==> src/rtl/scl_div_pkg.sv <==
`timescale 1ns/1ps
package scl_div_pkg;

  typedef enum logic [1:0] {
    TK_FALL   = 2'd0,
    TK_SETUP  = 2'd1,
    TK_RISE   = 2'd2,
    TK_SAMPLE = 2'd3
  } tick_code_e;

  // Length in interface cycles of quarter q for a period field value.
  // An odd half or odd period hands its spare cycle to the earlier part,
  // so the low half and the first quarter of each half are never shorter.
  function automatic int quarter_len(input int field, input int step,
                                     input int base, input logic [1:0] q);
    int total;
    int lo_half;
    int hi_half;
    total   = field * step + base;
    hi_half = total / 2;
    lo_half = total - hi_half;
    case (q)
      2'd0:    return lo_half - lo_half / 2;
      2'd1:    return lo_half / 2;
      2'd2:    return hi_half - hi_half / 2;
      default: return hi_half / 2;
    endcase
  endfunction

endpackage

==> src/rtl/scl_prescale.sv <==
`timescale 1ns/1ps
module scl_prescale #(
  parameter int CDF_W = 2
) (
  input  logic             clk,
  input  logic             rst_n,
  input  logic             go,
  input  logic [CDF_W-1:0] div,
  output logic             en
);

  logic [CDF_W-1:0] cnt;

  assign en = go && (cnt == div);

  always_ff @(posedge clk) begin
    if (!rst_n) begin
      cnt <= '0;
    end else if (!go || en) begin
      cnt <= '0;
    end else begin
      cnt <= cnt + CDF_W'(1);
    end
  end

endmodule

==> src/rtl/scl_phase_seq.sv <==
`timescale 1ns/1ps
module scl_phase_seq import scl_div_pkg::*; #(
  parameter int SCGD_W      = 6,
  parameter int PERIOD_STEP = 8,
  parameter int PERIOD_BASE = 20,
  parameter int QW          = 10
) (
  input  logic              clk,
  input  logic              rst_n,
  input  logic              go,
  input  logic              step,
  input  logic              scl_high,
  input  logic [SCGD_W-1:0] field,
  output logic [1:0]        phase,
  output logic [QW-1:0]     qcnt,
  output logic              stall,
  output logic              tick,
  output logic              wrap
);

  logic [QW-1:0] qlast;
  logic          adv;
  logic          at_end;

  always_comb begin
    qlast = QW'(quarter_len(int'(field), PERIOD_STEP, PERIOD_BASE, phase) - 1);
  end

  // High phase waits for the bus to actually read high.
  assign stall  = go && phase[1] && !scl_high;
  assign adv    = step && !stall;
  assign at_end = (qcnt == qlast);
  assign tick   = adv && (qcnt == '0);
  assign wrap   = adv && at_end && (phase == 2'(TK_SAMPLE));

  always_ff @(posedge clk) begin
    if (!rst_n) begin
      phase <= 2'(TK_FALL);
      qcnt  <= '0;
    end else if (!go) begin
      phase <= 2'(TK_FALL);
      qcnt  <= '0;
    end else if (adv) begin
      if (at_end) begin
        qcnt  <= '0;
        phase <= phase + 2'd1;
      end else begin
        qcnt  <= qcnt + QW'(1);
      end
    end
  end

endmodule

==> src/rtl/scl_timebase.sv <==
`timescale 1ns/1ps
module scl_timebase #(
  parameter int CDF_W       = 2,
  parameter int SCGD_W      = 6,
  parameter int PERIOD_STEP = 8,
  parameter int PERIOD_BASE = 20
) (
  input  logic                    clk,
  input  logic                    rst_n,
  input  logic                    run,
  input  logic [CDF_W+SCGD_W-1:0] ccr,
  input  logic                    scl_in,
  output logic                    iclk_en,
  output logic                    scl_level,
  output logic                    tick,
  output logic [1:0]              tick_code
);

  localparam int CCR_W = CDF_W + SCGD_W;
  localparam int MAX_N = ((1 << SCGD_W) - 1) * PERIOD_STEP + PERIOD_BASE;
  localparam int QW    = $clog2(MAX_N + 1);

  logic              active;
  logic              go;
  logic              scl_q;
  logic [CDF_W-1:0]  cdf_q;
  logic [SCGD_W-1:0] scgd_q;
  logic [1:0]        phase;
  logic [QW-1:0]     qcnt;
  logic              stall;
  logic              wrap;

  assign go = run && active;

  always_ff @(posedge clk) begin
    if (!rst_n) begin
      active <= 1'b0;
      scl_q  <= 1'b1;
      cdf_q  <= '0;
      scgd_q <= '0;
    end else begin
      active <= run;
      scl_q  <= scl_in;
      // Configuration is only taken between periods.
      if (!go || wrap) begin
        cdf_q  <= ccr[CDF_W-1:0];
        scgd_q <= ccr[CCR_W-1:CDF_W];
      end
    end
  end

  scl_prescale #(
    .CDF_W (CDF_W)
  ) u_pre (
    .clk   (clk),
    .rst_n (rst_n),
    .go    (go),
    .div   (cdf_q),
    .en    (iclk_en)
  );

  scl_phase_seq #(
    .SCGD_W      (SCGD_W),
    .PERIOD_STEP (PERIOD_STEP),
    .PERIOD_BASE (PERIOD_BASE),
    .QW          (QW)
  ) u_seq (
    .clk      (clk),
    .rst_n    (rst_n),
    .go       (go),
    .step     (iclk_en),
    .scl_high (scl_q),
    .field    (scgd_q),
    .phase    (phase),
    .qcnt     (qcnt),
    .stall    (stall),
    .tick     (tick),
    .wrap     (wrap)
  );

  assign scl_level = go && phase[1];
  assign tick_code = phase;

endmodule

==> config.mk <==
export PLATFORM = sky130hd
export DESIGN_NAME = scl_timebase
export DESIGN_NICKNAME = d
export VERILOG_FILES = /design/src/rtl/scl_div_pkg.sv /design/src/rtl/scl_prescale.sv /design/src/rtl/scl_phase_seq.sv /design/src/rtl/scl_timebase.sv
export SDC_FILE = /design/constraint.sdc
export NUM_CORES = 1
export LEC_CHECK = 0
export CAP_MARGIN = 10
export CORE_MARGIN = 2
export CORE_UTILIZATION = 41
export DETAILED_ROUTE_END_ITERATION = 8
export PLACE_DENSITY = 0.63
export SYNTH_ARGS = -nofsm -noshare
export SYNTH_HDL_FRONTEND = slang
export SYNTH_SLANG_ARGS = --single-unit
export TNS_END_PERCENT = 50
==> constraint.sdc <==
create_clock -name clk -period 8.51 [get_ports clk]
set_input_delay 1.702 -clock clk [delete_from_list [all_inputs] [get_ports clk]]
set_output_delay 1.702 -clock clk [all_outputs]
set_load 0.02 [all_outputs]
After elaboration in Yosys (flattened, before gate mapping)
Cells that the tools add are included.
{ "totals": {"register_bits": 24, "latch_bits": 0, "mem_bits_rw": 0, "rom_bits": 0, "input_bits": 12, "output_inout_bits": 5, "wordCells": 47, "memories": 0} }
{ "op_classes": {"addsub": 11, "mul": 0, "div_mod_pow": 0, "magnitude_cmp": 0, "eq_ne": 5, "shifts": 0, "n_mux": 2, "bitwise": 4, "n_reduce_logical": 18} }
{ "ops": {"columns": ["op", "count"], "rows": [
  ["$pmux 10 s3", 1],
  ["$add 10x1->10", 2],
  ["$sub 10x10->10", 2],
  ["$sub 10x10->11", 1],
  ["$add 10x1->10 const B", 1],
  ["$add 9x1->10", 1],
  ["$add 9x5->10 const B", 1],
  ["$eq 10x10->1", 1],
  ["$logic_not 10->1", 1],
  ["$mux 10", 1],
  ["$sub 10x2->10 const B", 1],
  ["$logic_and 1x1->1", 8],
  ["$add 2x1->2 const B", 2],
  ["$eq 2x2->1 const B", 2],
  ["$reduce_and 2->1", 2],
  ["$logic_not 1->1", 3],
  ["$and 1x1->1 const A", 2],
  ["$eq 2x1->1 const B", 1],
  ["$eq 2x2->1", 1],
  ["$logic_not 2->1", 1],
  ["$logic_or 1x1->1", 2],
  ["$reduce_or 2->1", 1],
  ["$and 1x1->1", 1],
  ["$not 1->1", 1]
]} }

Depth between registers and ports, before layout
Gate-level depths: netlist (run 1).
{ "logic_depth": {"word_depth": 13, "depth_mapped": 22, "mapped_depth_nobuf": 20} }

Cells and area by module
Synthesis (run 1) repeated with hierarchy kept, for this count alone.
{ "unflattened": {"cells_unflattened": 346, "hier_area_um2": 2656.3} }
{ "modules_own_cells": {"columns": ["module", "instances", "cells_per_inst", "area_each_um2", "seq_area_each_um2"], "rows": [
  ["scl_phase_seq", 1, 292, 2148.3, 240.2],
  ["scl_timebase", 1, 42, 402.9, 200.2],
  ["scl_prescale", 1, 12, 105.1, 40.0]
]} }

Worst setup path before layout (run 1)
Ideal clock, no wire load.
{ "synth_timing": {"path_kind": "input to output", "from": "input run", "to": "output tick", "arrival_ns": 3.133, "required_time_ns": 6.808, "slack_ns": 3.675, "stages": 4, "n_path_buf": 0, "path_cell_list": "nand2_1 nor3_1 o21ai_0 nor2_1"} }
{ "synth_via": {"elab_cells_between_ends": 7, "classes_between": "7 x reduce/logical"} }
{ "synth_lines": {"columns": ["item", "line_no", "rtl"], "rows": [
  ["from (decl)", "scl_timebase.sv:10", "input logic run,"],
  ["$logic_and 1x1->1", "scl_timebase.sv:33", "assign go = run && active;"],
  ["$logic_and 1x1->1", "scl_prescale.sv:14", "assign en = go && (cnt == div);"],
  ["net iclk_en", "scl_timebase.sv:13", "output logic iclk_en,"],
  ["$logic_and 1x1->1", "scl_phase_seq.sv:31", "assign adv = step && !stall;"],
  ["$logic_and 1x1->1", "scl_phase_seq.sv:33", "assign tick = adv && (qcnt == '0);"],
  ["to (decl)", "scl_timebase.sv:15", "output logic tick,"]
]} }
The timed path passes the listed nets, and every way through them passes these cells.

Final worst setup path (run 1)
{ "layout_timing": {"from": "register scgd_q[1]", "to": "register scgd_q[1]"} }
{ "layout_via": {"elab_chain_len": 12, "elab_cells_between_ends": 14, "classes_between": "8 x add/sub; 1 x eq/ne; 1 x mux; 1 x bitwise; 3 x reduce/logical"} }
{ "layout_rtl": {"columns": ["item", "line_no", "rtl"], "rows": [
  ["from (decl)", "scl_timebase.sv:27", "logic [SCGD_W-1:0] scgd_q;"],
  ["from (signal assigned)", "scl_timebase.sv:47", "scgd_q <= ccr[CCR_W-1:CDF_W];"],
  ["$add 9x5->10 (*)", "scl_div_pkg.sv:19", "total = field * step + base;"],
  ["$add 9x1->10 (no source line)", null, null],
  ["$sub 10x10->11", "scl_div_pkg.sv:21", "lo_half = total - hi_half;"],
  ["$and 1x1->1 (no source line)", null, null],
  ["$add 10x1->10 (no source line)", null, null],
  ["$sub 10x10->10", "scl_div_pkg.sv:23", "2'd0: return lo_half - lo_half / 2;"],
  ["$pmux 10 s3 (*)", "scl_div_pkg.sv:22", "case (q)"],
  ["$sub 10x2->10 (*)", "scl_phase_seq.sv:26", "qlast = QW'(quarter_len(int'(field), PERIOD_STEP, PERIOD_BASE, phase) - 1);"],
  ["$eq 10x10->1 (*)", "scl_phase_seq.sv:32", "assign at_end = (qcnt == qlast);"],
  ["$logic_and 1x1->1 (*) (2 in series)", "scl_phase_seq.sv:34", "assign wrap = adv && at_end && (phase == 2'(TK_SAMPLE));"],
  ["$logic_or 1x1->1 (*)", "scl_timebase.sv:45", "if (!go || wrap) begin"]
]} }
Every way passes the cells marked *; elsewhere a longest branch is shown, timed or not.
A chain may end at the register's enable or synchronous reset.

==> impl_metrics.tcl, run 1 <==
set metrics [dict create \
    cts_buffer_depth 2 \
    avgSynthCellArea_um2 7.87 \
    crit_chain "ha_1 > xor2_4 > inv_2 > ha_1 > a21o_1 > or3_1 > o2111ai_2 > and2_4 > ha_1 > a21o_1 > a31oi_1 > inv_1 > a311oi_1 > o32ai_1 > xor2_1 > o211a_1 > o2111ai_1 > or3_1 > o21ba_1 > mux2i_1" \
    reg2reg_from "scgd_q[1]" \
    tightest_slew_ns 0.692 \
    drc 0 \
    path_buf_inv 2 \
    ys_warn_count 0 \
    finalMaxSlewViolations 0 \
    crit_arrival_ns 5.96 \
    crit_family "compound AO/OA/AOI/OAI gates" \
    path_max_fanout 20 \
    drive_gt1_share_pct 7.88 \
    wire_per_inst_um 13.3 \
    die_h_um 83.0 \
    syn_nets 356 \
    synth_area_leader_cell "dfxtp_1" \
    postCtsHoldBufs 0 \
    ctsResizeCount 0 \
    clkTransAtPathRegs_ns 0.09 \
    max_stage_delay_ns 0.77 \
    cp-endpoint "scgd_q[1]" \
    critical_path.endpoint_type "flop" \
    rsz0062_at_grt "false" \
    grt_max_degree 21 \
    crit_required_ns 8.65 \
    gp_congestion 0.843 \
    drv_cap 0 \
    finalHoldViolCount 0 \
    root_buffer "clkbuf_8" \
    nFillCells 588 \
    critical_path_depth 20 \
    final_common_cell "nand2_1" \
    power.total_uw 487 \
    outcome "finished clean" \
    initial_core_util_pct 42.7 \
    clock_latency_ns 0.27 \
    num_rows 28 \
    post-place-ws_ns 2.77 \
    ys_seq_area_share_pct 18.8 \
    ys_types 67 \
    viasPerCell 5.64 \
    synth_area_um2 2560 \
    syn2layout_area_growth_pct 9.64 \
    synth_seq_cells 24 \
    leakagePower_nw 1.08 \
    io_pins 17 \
    r2r-end "scgd_q[1]" \
    dpl.hpwl_mm 4.25 \
    cts_setup_buffers 0 \
    drt-pass1-iter-count 4 \
    finalWirelength_mm 5.39 \
    setup_viol 0 \
    async_reset_ff_share_pct 0 \
    drtIter0Drc 99 \
    critical_path_class "reg2reg" \
    grt_pass1_wl_mm 9.38 \
    dieWidth_um 83.0 \
    nets 362 \
    final_cell_mix "nand2_1 (41), nor2_1 (27), dfxtp_1 (24)" \
    crit_slowest_cell "dfxtp_1" \
    num_vias 2284 \
    setup.worst_path.start_class "flop" \
    period_share_pct 68.3 \
    finalClockSkew_ns 0.00745 \
    timing.final.ws_setup_ns 2.69 \
    hold_class "reg2reg" \
    max_clock_freq_ghz 0.172 \
    cts_tree "built" \
    grtUsageTotal_pct 15.9 \
    fin_util_pct 46.8 \
    cpMostUsedCell "ha_1" \
    synth_edf_count 0 \
    cts_sinks 24 \
    gr-total-overflow 0 \
    synth_top_area_share_pct 18.8 \
    fin_crit_ns 5.82 \
    antenna_cells 0 \
    crit_path_start "scgd_q[1]" \
    setup-tns-final_ns 0 \
    htree_levels 1 \
    grt_pass1_vias 2006 \
    reg2reg_depth 20 \
    relSlewSlack_pct 53.8 \
    coreArea_um2 5990 \
    ir_worst_vdd_mv 0.103 \
    postRouteAntennaNets 0 \
    power_density_nw_per_um2 174 \
    r2r_slack_ns 2.69 \
    io_buffers 16 \
    cts_buffers 3 \
    synthCells 325 \
    die-area_um2 6880 \
    synth-main-ff-cell "dfxtp_1" \
    synth.area.top_cells "dfxtp_1 (19%), ha_1 (9.3%), xor2_1 (6.5%)" \
    antenna_found_initial 0 \
]
kinds of logic after synthesis:
kind of cell             after synthesis  share of synthesized area (%)
adder cells (fa/ha/maj)               19                           9.30
AO/OA/AOI/OAI                         70                           20.8
buffers and inverters                 32                           5.58
XOR/XNOR                              35                           14.1
multiplexers                          16                           6.56
flip-flops                            24                           18.8
AND/OR/NAND/NOR                      129                           24.8
power by group:
part | internal [mW] | switching (mW)
registers | 0.115 | 0.00711
clock network | 0.0629 | 0.0383
logic | 0.120 | 0.143
total | 0.299 | 0.189
worst min path at each step:
stage | startpoint | end | slack, ns | cells after the start
final | u_pre.cnt[0] | u_pre.cnt[0] | 0.48 | 1
after global placement | u_pre.cnt[0] | u_pre.cnt[0] | 0.45 | 1
after CTS | u_pre.cnt[0] | u_pre.cnt[0] | 0.49 | 1
after global routing | u_pre.cnt[0] | u_pre.cnt[0] | 0.50 | 1
after floorplan | u_pre.cnt[0] | u_pre.cnt[0] | 0.44 | 1
after detailed placement | u_pre.cnt[0] | u_pre.cnt[0] | 0.47 | 1
routing by layer:
metal | global-route usage [%] | share of wire (%)
met4 | 3.43 | 1.2
met5 | 0 | 0
met3 | 2.19 | 4.8
met1 | 22.2 | 49
met2 | 26.0 | 45
through the flow:
step,cell area [um^2],hold slack [ns],std cells
after floorplan,2560,0.436,325
after global placement,2730,0.453,401
after detailed placement,2730,0.475,401
after CTS,2800,0.491,405
after global routing,2800,0.497,405
final,2800,0.485,405
flip-flops by register name, summed over array words and instances (netlist names):
register,cells
cdf_q,2
scl_q,1
u_pre.cnt,2
u_seq.qcnt,10
active,1
scgd_q,6
u_seq.phase,2
synth_stat cells, types with 2 or more instances:
master and count:
o211ai_1 3, and3_1 2, nand3_1 17, buf_2 3, or2_2 3, nand2b_1 2
o2111ai_1 3, mux2i_1 13, a311oi_1 2, xor2_1 19, o211a_1 2, a211o_1 2
nor4_1 2, xnor2_2 2, or3_1 4, nor2b_1 4, a31oi_1 4, o311ai_0 3
o21ai_0 14, nand2_1 41, buf_6 2, clkbuf_1 9, xnor2_1 11, a21o_1 4
ha_1 19, o31ai_1 2, nor2_1 27, mux2_2 2, dfxtp_1 24, o2bb2ai_1 2
nand4_1 8, inv_1 14, and2_1 2, inv_2 2, o21a_1 3, nor3_1 8
a21oi_1 11
final cells by class:
type / count / area, um^2 / area share [%]
sequential: 24 / 480 / 17.1
inverter: 17 / 63.8 / 2.28
timing repair buffer: 16 / 160 / 5.71
tap: 75 / 93.8 / 3.35
clock buffer: 3 / 41.3 / 1.47
multi-input combinational: 269 / 1930 / 69.0
clock inverter: 1 / 30.0 / 1.07
Power figures use the tool's default switching activity.
==> run 2, diff against run 1 <==
==> constraint.sdc (replaced) <==
create_clock -name clk -period 5.4 [get_ports clk]
set_input_delay 1.08 -clock clk [delete_from_list [all_inputs] [get_ports clk]]
set_output_delay 1.08 -clock clk [all_outputs]
set_load 0.02 [all_outputs]
==> run 2 against run 1 <==
Compared with the run above:
- die area did not move
- flip-flop and latch count unchanged
- critical path type unchanged
- sequential power up 57%
- final cell count grew 1.7%
- cell area is 2.8% higher
- count of clock-buffer cells in the layout unchanged
- total power increased by 61%
==> impl_metrics.tcl, run 2 (same netlist as run 1, synthesis figures left out) <==
set metrics [dict create \
    outcome "finished clean" \
    grt_pass1_vias 2054 \
    finalClockSkew_ns 0.00686 \
    nets 369 \
    wirelength_met1_mm 2.74 \
    fin_crit_ns 5.06 \
    fin_util_pct 48.1 \
    finalWirelength_mm 5.44 \
    postRouteAntennaNets 0 \
    io_pins 17 \
    relSlewSlack_pct 56.2 \
    final_cell_mix "nand2_1 (41), nor2_1 (27), dfxtp_1 (22)" \
    initial_core_util_pct 42.7 \
    period_share_pct 93.7 \
    critical_path.endpoint_type "flop" \
    max_clock_freq_ghz 0.198 \
    crit_required_ns 5.55 \
    drc 0 \
    holdWs_ns 0.486 \
    final_common_cell "nand2_1" \
    cts_sinks 24 \
    drive_gt1_share_pct 11.0 \
    gr-total-overflow 0 \
    viasPerCell 5.48 \
    die_h_um 83.0 \
    htree_levels 1 \
    finalMaxSlewViolations 0 \
    finalHoldViolCount 0 \
    rsz0062_at_grt "true" \
    grt_max_degree 21 \
    tightest_slew_ns 0.650 \
    wire_per_inst_um 13.2 \
    path_max_fanout 10 \
    root_buffer "clkbuf_8" \
    coreArea_um2 5990 \
    postCtsHoldBufs 0 \
    timing.final.ws_setup_ns 0.342 \
    reg2reg_depth 19 \
    num_rows 28 \
    dpl.hpwl_mm 4.36 \
    routed.top_layer "met4" \
    antenna_found_initial 0 \
    dp_cells 408 \
    wl_met3_um 171 \
    dieWidth_um 83.0 \
    io_buffers 16 \
    post-place-ws_ns 0.217 \
    ir_worst_vdd_mv 0.141 \
    drt-pass1-iter-count 4 \
    hold_class "reg2reg" \
    drtIter0Drc 87 \
    hold_path_depth 1 \
    die-area_um2 6880 \
    critical_path_class "reg2reg" \
    clock_latency_ns 0.27 \
    num_vias 2258 \
    stdcell_count 412 \
    drv_cap 0 \
    leakagePower_nw 1.12 \
    setup_viol 0 \
    power_density_nw_per_um2 272 \
    syn2layout_area_growth_pct 12.7 \
    cts_buffer_depth 2 \
    largest_register "u_seq.qcnt" \
    gp_congestion 0.887 \
    grt_pass1_wl_mm 9.65 \
    setup.worst_path.start_class "flop" \
    met2RoutedLength_mm 2.50 \
    cts_buffers 3 \
    antenna_cells 0 \
    cts_tree "built" \
    power.total_uw 783 \
    nFillCells 589 \
    reg_top3 "u_seq.qcnt x10, scgd_q x6" \
    crit_arrival_ns 5.21 \
    grtUsageTotal_pct 16.3 \
    largest_reg_flops 10 \
    clkTransAtPathRegs_ns 0.09 \
]
## run 2: changes by cell type in the layout (fill, tap and decap cells not counted)
cell	delta
dfxtp_2	+2
buf_4	+7
nor3_2	+1
xnor2_2	-1
xnor2_4	+1
o21ba_1	-1
dfxtp_1	-2
nor3_1	-1
o21ba_4	+1
## run 2: critical path, stage by stage, from the launching register on
cell       delay (ns)
dfxtp_2          0.45
inv_1            0.11
ha_1             0.42
ha_1             0.38
a21o_1           0.24
or3_1            0.39
o2111ai_2        0.13
and2_4           0.19
ha_1             0.27
a21o_1           0.17
a31oi_1          0.26
inv_1            0.10
a311oi_1         0.29
o32ai_1          0.15
xor2_1           0.22
o211a_1          0.18
o2111ai_1        0.13
or2_2            0.38
o31ai_4          0.38
nor2_1           0.10
## run 2: area by class of cell
| type | count | area [um^2] | share of cell area, % |
|---|---|---|---|
| Sequential cell | 24 | 483 | 16.8 |
| Tap cell | 75 | 93.8 | 3.26 |
| Inverter | 17 | 63.8 | 2.22 |
| Timing Repair Buffer | 23 | 213 | 7.38 |
| Clock inverter | 1 | 30.0 | 1.04 |
| Clock buffer | 3 | 41.3 | 1.43 |
| Multi-Input combinational cell | 269 | 1960 | 67.9 |
## run 2: report_power, final
group          switching (mW)  internal [mW]
logic                   0.234          0.199
clock network          0.0602         0.0991
registers             0.00886          0.182
## run 2: layer usage
| metal | vias up | GRT usage, % |
|---|---|---|
| li1 | 1187 | - |
| met1 | 1018 | 23.4 |
| met2 | 51 | 26.6 |
| met3 | 2 | 1.59 |
| met4 | 0 | 2.83 |
| met5 | - | 0 |
## run 2: worst paths after layout
path | from | to | slack, ns
setup / recovery | scgd_q[1] | u_seq.qcnt[5] | 0.34
hold / removal | u_pre.cnt[0] | u_pre.cnt[0] | 0.49
hold reg to reg | u_pre.cnt[0] | u_pre.cnt[0] | 0.49
setup reg to reg | scgd_q[1] | u_seq.qcnt[5] | 0.34
## run 2: repair_timing
| action | 4_1_cts | 5_1_grt |
|---|---|---|
| resized for setup | 0 | 6 |
| buffers inserted | 0 | 0 |
| setup endpoints to repair | 0 | 19 |
## run 2: through the flow
stage               instance area, um^2  setup TNS [ns]
floorplan                          2560               0
global placement                   2780               0
detailed placement                 2780               0
CTS                                2860               0
global route                       2880         -0.0177
finish                             2880               0
